### src/rtl/irqc_pkg.sv
package irqc_pkg;
  localparam int unsigned NGRP   = 6;
  localparam int unsigned IDX_W  = $clog2(NGRP);
  localparam int unsigned NHWACK = 4;

  typedef logic [NGRP-1:0]  grp_vec_t;
  typedef logic [IDX_W-1:0] grp_idx_t;

  typedef enum logic {
    LVL_LO = 1'b0,
    LVL_HI = 1'b1
  } lvl_e;
endpackage

### src/rtl/irqc_req_sync.sv
module irqc_req_sync
  import irqc_pkg::*;
(
  input  logic     clk,
  input  logic     rst,
  input  grp_vec_t grp_req,
  input  grp_vec_t grp_en,
  input  logic     glob_en,
  output grp_vec_t pend_q
);
  for (genvar g = 0; g < NGRP; g++) begin : g_pend
    always_ff @(posedge clk) begin
      if (rst) pend_q[g] <= 1'b0;
      else     pend_q[g] <= grp_req[g] & grp_en[g] & glob_en;
    end
  end

`ifndef SYNTHESIS

  masked_pend_chk: assert property (@(posedge clk) disable iff (rst)
    !glob_en |=> (pend_q == '0));
`endif
endmodule

### src/rtl/irqc_arbiter.sv
module irqc_arbiter
  import irqc_pkg::*;
(
  input  grp_vec_t pend,
  input  grp_vec_t prio,
  input  logic     isr_hi,
  input  logic     isr_lo,
  output logic     sel_valid,
  output lvl_e     sel_lvl,
  output grp_idx_t sel_idx
);
  grp_vec_t hi_req, lo_req;

  function automatic grp_idx_t lowest_set(input grp_vec_t v);
    grp_idx_t r;
    r = '0;
    for (int i = NGRP - 1; i >= 0; i--) begin
      if (v[i]) r = grp_idx_t'(i);
    end
    return r;
  endfunction

  always_comb begin
    hi_req    = pend & prio;
    lo_req    = pend & ~prio;
    sel_valid = 1'b0;
    sel_lvl   = LVL_LO;
    sel_idx   = '0;
    if (!isr_hi && (|hi_req)) begin
      sel_valid = 1'b1;
      sel_lvl   = LVL_HI;
      sel_idx   = lowest_set(hi_req);
    end else if (!isr_hi && !isr_lo && (|lo_req)) begin
      sel_valid = 1'b1;
      sel_lvl   = LVL_LO;
      sel_idx   = lowest_set(lo_req);
    end
  end
endmodule

### src/rtl/irqc_nest.sv
module irqc_nest
  import irqc_pkg::*;
(
  input  logic clk,
  input  logic rst,
  input  logic insn_done,
  input  logic guard_insn,
  input  logic ret_irq,
  input  logic take,
  input  lvl_e take_lvl,
  output logic isr_hi,
  output logic isr_lo,
  output logic allow
);
  logic blk_q;

  assign allow = !(blk_q || guard_insn || ret_irq);

  always_ff @(posedge clk) begin
    if (rst) begin
      blk_q <= 1'b0;
    end else if (insn_done) begin
      blk_q <= 1'b0;
    end else if (guard_insn || ret_irq) begin
      blk_q <= 1'b1;
    end
  end

  always_ff @(posedge clk) begin
    if (rst) begin
      isr_hi <= 1'b0;
      isr_lo <= 1'b0;
    end else if (take) begin
      if (take_lvl == LVL_HI) isr_hi <= 1'b1;
      else                    isr_lo <= 1'b1;
    end else if (ret_irq) begin
      if (isr_hi) isr_hi <= 1'b0;
      else        isr_lo <= 1'b0;
    end
  end

`ifndef SYNTHESIS

  ret_hi_first_chk: assert property (@(posedge clk) disable iff (rst)
    (ret_irq && isr_hi && isr_lo) |=> (!isr_hi && isr_lo));

  hi_no_renest_chk: assert property (@(posedge clk) disable iff (rst)
    (take && take_lvl == LVL_HI) |-> !isr_hi);

  ret_blocks_take_chk: assert property (@(posedge clk) disable iff (rst)
    ret_irq |-> !take);
`endif
endmodule

### src/rtl/prio_irq_ctrl.sv
module prio_irq_ctrl
  import irqc_pkg::*;
#(
  parameter int unsigned ADDR_W     = 16,
  parameter int unsigned VEC_BASE   = 3,
  parameter int unsigned VEC_STRIDE = 8
) (
  input  logic              clk,
  input  logic              rst,
  input  logic              ext0_flag,
  input  logic              tmr0_flag,
  input  logic              ext1_flag,
  input  logic              tmr1_flag,
  input  logic              rx_flag,
  input  logic              tx_flag,
  input  logic              tmr2_ovf_flag,
  input  logic              tmr2_ext_flag,
  input  logic [NGRP-1:0]   grp_en,
  input  logic              glob_en,
  input  logic [NGRP-1:0]   grp_hi,
  input  logic              insn_done,
  input  logic              guard_insn,
  input  logic              ret_irq,
  output logic              take_o,
  output logic              take_lvl_o,
  output logic [ADDR_W-1:0] vec_o,
  output logic [NHWACK-1:0] flag_ack_o
);
  grp_vec_t grp_req, pend;
  logic     sel_valid, isr_hi, isr_lo, allow, take;
  lvl_e     sel_lvl;
  grp_idx_t sel_idx;
  logic [NHWACK-1:0] ack_d;
  logic [ADDR_W-1:0] vec_d;

  assign grp_req = {tmr2_ovf_flag | tmr2_ext_flag, rx_flag | tx_flag,
                    tmr1_flag, ext1_flag, tmr0_flag, ext0_flag};

  irqc_req_sync u_sync (
    .clk     (clk),
    .rst     (rst),
    .grp_req (grp_req),
    .grp_en  (grp_en),
    .glob_en (glob_en),
    .pend_q  (pend)
  );

  irqc_arbiter u_arb (
    .pend      (pend),
    .prio      (grp_hi),
    .isr_hi    (isr_hi),
    .isr_lo    (isr_lo),
    .sel_valid (sel_valid),
    .sel_lvl   (sel_lvl),
    .sel_idx   (sel_idx)
  );

  assign take = insn_done && allow && sel_valid;

  irqc_nest u_nest (
    .clk        (clk),
    .rst        (rst),
    .insn_done  (insn_done),
    .guard_insn (guard_insn),
    .ret_irq    (ret_irq),
    .take       (take),
    .take_lvl   (sel_lvl),
    .isr_hi     (isr_hi),
    .isr_lo     (isr_lo),
    .allow      (allow)
  );

  assign vec_d = ADDR_W'(VEC_BASE) + ADDR_W'(sel_idx) * ADDR_W'(VEC_STRIDE);

  for (genvar a = 0; a < NHWACK; a++) begin : g_ack
    assign ack_d[a] = take && (sel_idx == IDX_W'(a));
  end

  always_ff @(posedge clk) begin
    if (rst) begin
      take_o     <= 1'b0;
      take_lvl_o <= 1'b0;
      vec_o      <= '0;
      flag_ack_o <= '0;
    end else begin
      take_o     <= take;
      flag_ack_o <= ack_d;
      if (take) begin
        take_lvl_o <= (sel_lvl == LVL_HI);
        vec_o      <= vec_d;
      end
    end
  end

`ifndef SYNTHESIS

  take_on_bnd_chk: assert property (@(posedge clk) disable iff (rst)
    take_o |-> $past(insn_done));

  take_not_guarded_chk: assert property (@(posedge clk) disable iff (rst)
    take_o |-> (!$past(guard_insn) && !$past(ret_irq)));

  lo_idle_only_chk: assert property (@(posedge clk) disable iff (rst)
    (take_o && !take_lvl_o) |-> (!$past(isr_hi) && !$past(isr_lo)));

  ack_onehot_chk: assert property (@(posedge clk) disable iff (rst)
    $onehot0(flag_ack_o));

  ack_with_take_chk: assert property (@(posedge clk) disable iff (rst)
    (|flag_ack_o) |-> take_o);

  vec_hold_chk: assert property (@(posedge clk) disable iff (rst)
    !take_o |-> $stable(vec_o));
`endif
endmodule

### config.mk
export PLATFORM = sky130hd
export DESIGN_NAME = prio_irq_ctrl
export DESIGN_NICKNAME = d
export VERILOG_FILES = /design/src/rtl/irqc_pkg.sv /design/src/rtl/irqc_req_sync.sv /design/src/rtl/irqc_arbiter.sv /design/src/rtl/irqc_nest.sv /design/src/rtl/prio_irq_ctrl.sv
export SDC_FILE = /design/constraint.sdc
export NUM_CORES = 1
export LEC_CHECK = 0
export CAP_MARGIN = 20
export CORE_ASPECT_RATIO = 0.9
export CORE_MARGIN = 5
export CORE_UTILIZATION = 40
export CTS_BUF_LIST = sky130_fd_sc_hd__clkbuf_8
export DETAILED_ROUTE_END_ITERATION = 7
export GPL_ROUTABILITY_DRIVEN = 0
export HOLD_SLACK_MARGIN = 0.08
export PLACE_DENSITY = 0.8
export SLEW_MARGIN = 20
export SYNTH_ARGS = -nofsm -noshare
export SYNTH_HDL_FRONTEND = slang
export SYNTH_SLANG_ARGS = --single-unit
export TNS_END_PERCENT = 50
### constraint.sdc
create_clock -name clk -period 2.6 [get_ports clk]
set_clock_uncertainty 0.15 [all_clocks]
set_input_delay 0.39 -clock clk [delete_from_list [all_inputs] [get_ports clk]]
set_output_delay 0.39 -clock clk [all_outputs]
set_load 0.02 [all_outputs]
==> results of run 1 <==
layer usage:
layer / track usage (%) / up-vias / wire length, µm
met5: 0 / - / 0
li1: - / 444 / -
met2: 23.2 / 46 / 1150
met1: 17.5 / 419 / 923
met4: 9.09 / 0 / 68
met3: 3.91 / 5 / 200
registers in the layout, indices dropped and copies added (netlist names):
signal,flops
u_nest.isr_hi,1
take_lvl_o,1
vec_o,4
u_nest.isr_lo,1
flag_ack_o,4
u_nest.blk_q,1
u_sync.pend_q,6
take_o,1
worst paths after layout:
kind	startpoint	end	slack, ns	cells after the start
worst max-delay path	grp_hi[3]	flag_ack_o[3]	0.28	6
worst min-delay path	vec_o[4]	vec_o[4]	0.32	2
worst max register to register	u_sync.pend_q[3]	flag_ack_o[3]	0.58	5
worst min register to register	vec_o[4]	vec_o[4]	0.32	2
area by class of cell:
type                       count  area share, %
sequential                    19           27.6
clock buffer                   3           2.99
timing repair buffer          39           27.7
tap                           28           2.54
inverter                       3          0.816
clock inverter                 1          0.363
multi-input combinational     79           38.0
cell usage after synthesis (all sizes together) (2+ instances only):
| library cell | count | area [µm²] |
|---|---|---|
| nand3 | 3 | 15.0 |
| inv | 3 | 11.3 |
| dfxtp | 19 | 380 |
| o21a | 2 | 15.0 |
| nor3 | 3 | 15.0 |
| nor3b | 2 | 15.0 |
| and3 | 5 | 31.3 |
| buf | 12 | 90.1 |
| o211a | 2 | 20.0 |
| a22oi | 4 | 30.0 |
| and2b | 4 | 35.0 |
| nor2 | 3 | 11.3 |
| a21oi | 9 | 45.0 |
| nand2b | 4 | 27.5 |
| nand2 | 5 | 18.8 |
| nor2b | 4 | 40.0 |
logic make-up (layout without fill, tap and decap cells):
| logic type | after synthesis | count (layout) | synth area share (%) |
|---|---|---|---|
| and+or+nand+nor | 37 | 37 | 25.2 |
| AOI/OAI and AO/OA | 31 | 31 | 24.7 |
| DFF | 19 | 19 | 39.3 |
| buffers and inverters | 15 | 46 | 10.5 |
| other | 1 | 11 | 0.387 |
critical path: cells and delay by family:
| family | cells | cell delay, ns |
|---|---|---|
| buf+inv | 1 | 0.44 |
| compound gates | 3 | 0.99 |
| simple gates | 2 | 0.53 |
where the power goes:
part	internal [mW]	total, mW	switching [mW]
Combinational	0.0579	0.108	0.0504
Clock	0.107	0.211	0.104
Sequential	0.297	0.302	0.00430
metrics by stage:
| stage | utilization [%] | setup slack [ns] | hold slack, ns |
|---|---|---|---|
| 5_1_grt | 57.9 | 0.178 | 0.344 |
| 3_3_place_gp | 56.0 | 0.0748 | 0.304 |
| 6_report | 57.9 | 0.283 | 0.318 |
| 4_1_cts | 57.9 | 0.316 | 0.322 |
| 3_5_place_dp | 56.0 | 0.0400 | 0.311 |
| 2_1_floorplan | - | 0.685 | 0.309 |
==> summary.txt, run 1 <==
Sequential share of the synthesized area: 39.3%
Die area: 3510 µm²
Vias in the first global route: 844
Antenna violations before repair: 0
Setup bufs post-CTS: 0
CTS tree: yes
Hold Buf Count CTS: 0
Chip Width: 61.9 µm
Drt first pass iters: 4
Total number of yosys warnings: 0
Final instance area: 1380 µm²
PortBufs: 36
Fin cells: 172
Starting Density: 40.7%
Core Area: 2380 µm²
Power Density: 450 nW/µm²
CTS Buf Count: 3
Library cells used by synthesis: 37
Pins Over Slew Limit: 0
Critical Path Source Type: input port
Min Tclk post-route: 2.32 ns
Setup_tns: 0 ns
Hpwl dp: 1890 µm
Post-synth EDFFs: 0
CP arrival: 2.35 ns
WP data required: 2.63 ns
Synth Register Bits: 19
Crit path largest cell delay: 0.64 ns
Antenna Cells: 0
Most frequent cells in the layout: 36 x clkdlybuf4s50_1, 19 x dfxtp_1, 11 x conb_1
Cell at the slowest stage of the critical path: a2111oi_0
Fmax: 432 MHz
Setup violators final: 0
Post-DRT Antenna Nets: 0
Drt initial violations: 30
Die Ht: 56.7 µm
Worst-path cell chain: clkdlybuf4s50_1 > and2b_2 > a21oi_1 > a2111oi_0 > a22oi_1 > nor3b_1
Root buffer cell: clkbuf_8
Synth Area per Inst: 9.40 µm²
Number of instances in the placed design: 168
Largest net degree at the start of global routing: 12
Multi-input gate area in the final layout: 524 µm²
Total Power: 620 µW
Slew headroom: 54.2%
Crit. End Element: register
WL per Instance: 13.6 µm
Fillcell total: 223
Worst-Skew Late Latency: 0.26 ns
Clk pin slew, worst setup/hold paths: 0.07 ns
Final Hold Viols: 0
Leakage: 0.570 nW
Commonest non-fill, non-tap cell in the layout: clkdlybuf4s50_1
Tcrit/Tclk final: 89.1%
Syn Inst Count: 103
First-pass GRT wire length: 3830 µm
Num ports: 48
Max IR drop VDD: 0.328 mV
CP Max Fanout: 4
Crit path kind: input port to register
Layout cells sized above 1: 13.2%
Clk buf depth: 2
Post_cts resized: 0
H-Tree Depth: 1
Total track usage: 14.9%
CTS sink cnt: 19
GR Overflow Total: 0
Max-cap viol count: 0
Mapped Area: 968 µm²
Routed WL: 2340 µm
Main synth FF type: dfxtp_1
Via count: 914
RSZ-0062 raised after global routing: false
Register area: 380 µm²
Worst Hold Class: register to register
Status: completed
Number of nets in the layout: 171
Area after DPL: 1330 µm²
P&R area growth vs syn: 42.5%
# rows: 17
DRC: 0
Asr flop ratio synth: 0%
DR vias/cell: 5.31
Worst-Margin Slew: 0.669 ns
(Power assumes the default switching activity.)
==> run 2, diff against run 1 <==
--- a/config.mk
+++ b/config.mk
@@ -14,6 +14,7 @@
 export GPL_ROUTABILITY_DRIVEN = 0
 export HOLD_SLACK_MARGIN = 0.08
 export PLACE_DENSITY = 0.8
+export SKIP_CTS_REPAIR_TIMING = 1
 export SLEW_MARGIN = 20
 export SYNTH_ARGS = -nofsm -noshare
 export SYNTH_HDL_FRONTEND = slang
==> constraint.sdc (replaced) <==
create_clock -name clk -period 2.25 [get_ports clk]
set_clock_uncertainty 0.15 [all_clocks]
set_input_delay 0.3375 -clock clk [delete_from_list [all_inputs] [get_ports clk]]
set_output_delay 0.3375 -clock clk [all_outputs]
set_load 0.02 [all_outputs]
==> run 2 against run 1 <==
  * Routed wire length increased by 7.3%
  * Non-clock buffer count increased by 15
  * Hold slack improved by 0.00090 ns
  * Final area increased by 8.1%
  * Clock power increased by 14%
  * Worst setup slack got worse by 0.20 ns
  * Via count increased by 8.3%
  * Sequential cell count unchanged
  * Highest routed layer unchanged
  * Global-route usage increased by 0.80 points
  * First-iteration DRC count decreased by 47%
==> summary.txt, run 2 (synthesis results as in run 1) <==
Dpl ws: -0.192 ns
Reg2reg path depth: 6
P&R area growth vs syn: 54.0%
Total track usage: 15.7%
Utilization after layout: 62.6%
RSZ-0062 raised after global routing: false
H-Tree Depth: 1
Num ports: 48
# rows: 17
Clk buf depth: 2
Number of flip-flops in the largest register: 6
CTS Buf Count: 3
Multi-input gate area in the final layout: 524 µm²
Fmax: 462 MHz
CTS sink cnt: 19
Critical Path Source Type: input port
Crit path kind: input port to register
Max IR drop VDD: 0.406 mV
Status: completed
CP Max Fanout: 3
PortBufs: 36
Die area: 3510 µm²
Hpwl dp: 2070 µm
Setup violators final: 0
Final instance area: 1490 µm²
Clk pin slew, worst setup/hold paths: 0.07 ns
Area after DPL: 1450 µm²
Routed WL: 2510 µm
Crit. End Element: register
Worst reg-to-reg setup slack: 0.31 ns
Drt first pass iters: 4
Post-DRT Antenna Nets: 0
Min Tclk post-route: 2.17 ns
Commonest non-fill, non-tap cell in the layout: clkdlybuf4s50_1
Cell at the slowest stage of the critical path: clkdlybuf4s50_1
GR Overflow Total: 0
Fillcell total: 206
Hold WS: 0.319 ns
Max-cap viol count: 0
Worst-path cell chain: clkdlybuf4s50_1 > nor2b_4 > or4_4 > o41a_1 > o221ai_2 > buf_4 > nor3_1
DRC: 0
Largest regs: u_sync.pend_q: 6 flops, flag_ack_o: 4 flops, vec_o: 4 flops
Worst Hold Class: register to register
Pins Over Slew Limit: 0
Crit path largest cell delay: 0.55 ns
Power Density: 488 nW/µm²
Final Hold Viols: 0
Fin worst setup slack: 0.0840 ns
Drt initial violations: 16
Leakage: 0.646 nW
WL per Instance: 13.4 µm
Most frequent cells in the layout: 36 x clkdlybuf4s50_1, 19 x dfxtp_1, 18 x buf_4
CP arrival: 2.15 ns
Root buffer cell: clkbuf_8
WP data required: 2.24 ns
Largest net degree at the start of global routing: 11
Largest register by flop count: u_sync.pend_q
Tcrit/Tclk final: 96.3%
Layout cells sized above 1: 20.8%
Chip Width: 61.9 µm
Number of nets in the layout: 186
Core Area: 2380 µm²
Antenna violations before repair: 0
First-pass GRT wire length: 4060 µm
DR vias/cell: 5.29
Starting Density: 40.7%
Hold Crit Depth: 2
Worst-Skew Late Latency: 0.26 ns
CTS tree: yes
Antenna Cells: 0
Via count: 990
Vias in the first global route: 959
Register area: 380 µm²
Die Ht: 56.7 µm
[run 2: changes by cell type in the layout (fill, tap and decap cells not counted)]
cell,delta
buf_4,+15
clkinv_2,-1
inv_1,+1
[run 2: per-layer routing]
layer / vias up / share of wire, % / global-route usage, %
met5: - / 0 / 0
met4: 0 / 3.9 / 9.09
met3: 12 / 9.3 / 3.22
met2: 59 / 49 / 26.3
met1: 445 / 38 / 17.5
li1: 474 / - / -
[run 2: path summary, 6_finish.rpt]
kind	from	endpoint
setup / recovery	grp_hi[1]	flag_ack_o[1]
hold / removal	vec_o[4]	vec_o[4]
setup reg to reg	u_sync.pend_q[1]	flag_ack_o[1]
hold reg to reg	vec_o[4]	vec_o[4]
[run 2: cell type report]
cell class,count,share of cell area [%]
multi-input combinational,79,35.2
timing repair buffer,54,33.2
sequential,19,25.5
clock buffer,3,2.77
tap,28,2.35
inverter,3,0.755
clock inverter,1,0.252
[run 2: critical path, delay by kind of cell]
kind	cells	cell delay, ns
AOI/OAI and AO/OA	2	0.53
buffers and inverters	2	0.69
and+or+nand+nor	3	0.59
[run 2: metrics by stage]
stage	total power [mW]	setup TNS (ns)	cells
floorplan	0.429	0	113
global placement	0.490	-0.718	183
detailed placement	0.494	-0.908	183
CTS	0.726	0	187
global route	0.750	0	187
finish	0.728	0	187
[run 2: where the power goes]
| group | switching, mW | total [mW] | internal (mW) |
|---|---|---|---|
| Combinational | 0.0619 | 0.140 | 0.0782 |
| Sequential | 0.00455 | 0.348 | 0.344 |
| Clock | 0.118 | 0.240 | 0.122 |
| Total | 0.185 | 0.728 | 0.543 |
==> run 3, diff against run 2 <==
--- a/config.mk
+++ b/config.mk
@@ -7,13 +7,14 @@
 export LEC_CHECK = 0
 export CAP_MARGIN = 20
 export CORE_ASPECT_RATIO = 0.9
-export CORE_MARGIN = 5
-export CORE_UTILIZATION = 40
+export CORE_MARGIN = 8
+export CORE_UTILIZATION = 41
 export CTS_BUF_LIST = sky130_fd_sc_hd__clkbuf_8
 export DETAILED_ROUTE_END_ITERATION = 7
 export GPL_ROUTABILITY_DRIVEN = 0
 export HOLD_SLACK_MARGIN = 0.08
-export PLACE_DENSITY = 0.8
+export PLACE_DENSITY = 0.81
+export SETUP_SLACK_MARGIN = 0.2
 export SKIP_CTS_REPAIR_TIMING = 1
 export SLEW_MARGIN = 20
 export SYNTH_ARGS = -nofsm -noshare
==> run 3 against run 2 <==
  * First-iteration DRC count rose by 25%
  * Clock power fell by 3%
  * Maximum frequency rose by 7.4%
  * Highest routed layer unchanged
==> summary.txt, run 3 (synthesis results as in run 1) <==
Status: completed
Power Density: 472 nW/µm²
# rows: 16
H-Tree Depth: 1
Cell at the slowest stage of the critical path: or4_4
Post-DRT Antenna Nets: 0
Final instance area: 1530 µm²
Commonest non-fill, non-tap cell in the layout: clkdlybuf4s50_1
Root buffer cell: clkbuf_8
Fillcell total: 182
Worst-Skew Late Latency: 0.26 ns
RSZ-0062 raised after global routing: true
M3 GR Usage: 6.09%
Crit. End Element: register
CTS tree: yes
Routed WL: 2530 µm
Clk pin slew, worst setup/hold paths: 0.07 ns
Core Area: 2200 µm²
Number of flip-flops in the largest register: 6
Pins Over Slew Limit: 0
Number of nets in the layout: 187
WL per Instance: 13.5 µm
Die Ht: 62.1 µm
WP data required: 2.26 ns
Total track usage: 12.3%
Drt first pass iters: 4
Fmax: 496 MHz
Met2 GRT Util: 20.2%
Drt initial violations: 20
Final Hold Viols: 0
Met1 Use GR: 13.4%
Worst-path cell chain: nor2b_4 > or4_4 > o41a_1 > o221ai_2 > and4b_1
First-pass GRT wire length: 4170 µm
Hold WS: 0.325 ns
Layout cells sized above 1: 25.6%
Crit path largest cell delay: 0.48 ns
Area after DPL: 1450 µm²
Antenna violations before repair: 0
Chip Width: 67.2 µm
CP Max Fanout: 3
Worst Hold Class: register to register
Clk buf depth: 2
Setup_tns: 0 ns
Busiest grt layer: met2
P&R area growth vs syn: 58.3%
Max IR drop VDD: 0.563 mV
PortBufs: 36
Vias in the first global route: 989
Fin worst setup slack: 0.234 ns
Antenna Cells: 0
Num ports: 48
Largest regs: u_sync.pend_q: 6 flops, flag_ack_o: 4 flops, vec_o: 4 flops
DR vias/cell: 5.02
Critical Path Source Type: register
Dpl ws: -0.223 ns
Hpwl dp: 2130 µm
Largest net degree at the start of global routing: 11
Utilization after layout: 69.6%
Largest register by flop count: u_sync.pend_q
Tcrit/Tclk final: 89.6%
DRC: 0
CP arrival: 2.02 ns
GR Overflow Total: 0
CTS sink cnt: 19
Via count: 939
Max-cap viol count: 0
Crit path kind: register to register
Min Tclk post-route: 2.02 ns
Leakage: 0.675 nW
Die area: 4180 µm²
Setup violators final: 0
Starting Density: 44.0%
Most frequent cells in the layout: 34 x clkdlybuf4s50_1, 19 x buf_4, 18 x dfxtp_1
CTS Buf Count: 3
-- run 3: changes by cell type in the layout (fill, tap and decap cells not counted), sizes merged --
cell / before / now
clkdlybuf4s50: 36 / 34
dlymetal6s2s: 0 / 2
buf: 18 / 19
-- run 3: where the power goes --
group | leakage, nW | internal (mW) | switching [mW] | total (mW)
Clock | 0.0269 | 0.122 | 0.112 | 0.233
Combinational | 0.493 | 0.0787 | 0.0633 | 0.142
Sequential | 0.154 | 0.344 | 0.00466 | 0.348
-- run 3: per-stage QoR --
step           instances  total power, mW
2_1_floorplan        113            0.429
3_3_place_gp         182            0.490
3_5_place_dp         182            0.493
4_1_cts              186            0.723
5_1_grt              187            0.752
6_report             187            0.724
-- run 3: worst max-delay path, delay by kind of cell (launching register included) --
kind            cells  cell delay, ns
compound gates      2            0.62
flops               1            0.33
simple gates        3            0.81
-- run 3: final timing paths --
path / from / endpoint / slack [ns] / cells after the start
max: u_sync.pend_q[1] / flag_ack_o[2] / 0.23 / 5
min: vec_o[4] / vec_o[4] / 0.33 / 2
max reg2reg: u_sync.pend_q[1] / flag_ack_o[2] / 0.23 / 5
min reg2reg: vec_o[4] / vec_o[4] / 0.33 / 2
-- run 3: final cells by class --
type / count / area (µm²) / share of cell area, %
Clock buffer: 3 / 41.3 / 2.69
Clock inverter: 1 / 3.75 / 0.245
Inverter: 3 / 11.3 / 0.735
Multi-Input combinational cell: 79 / 553 / 36.1
Sequential cell: 19 / 382 / 24.9
Tap cell: 27 / 33.8 / 2.20
Timing Repair Buffer: 55 / 508 / 33.1
-- run 3: layer usage --
metal	part of all wire, %	vias up
met5	0	-
met4	1.6	0
met3	10	4
met2	48	43
met1	40	413
li1	-	479
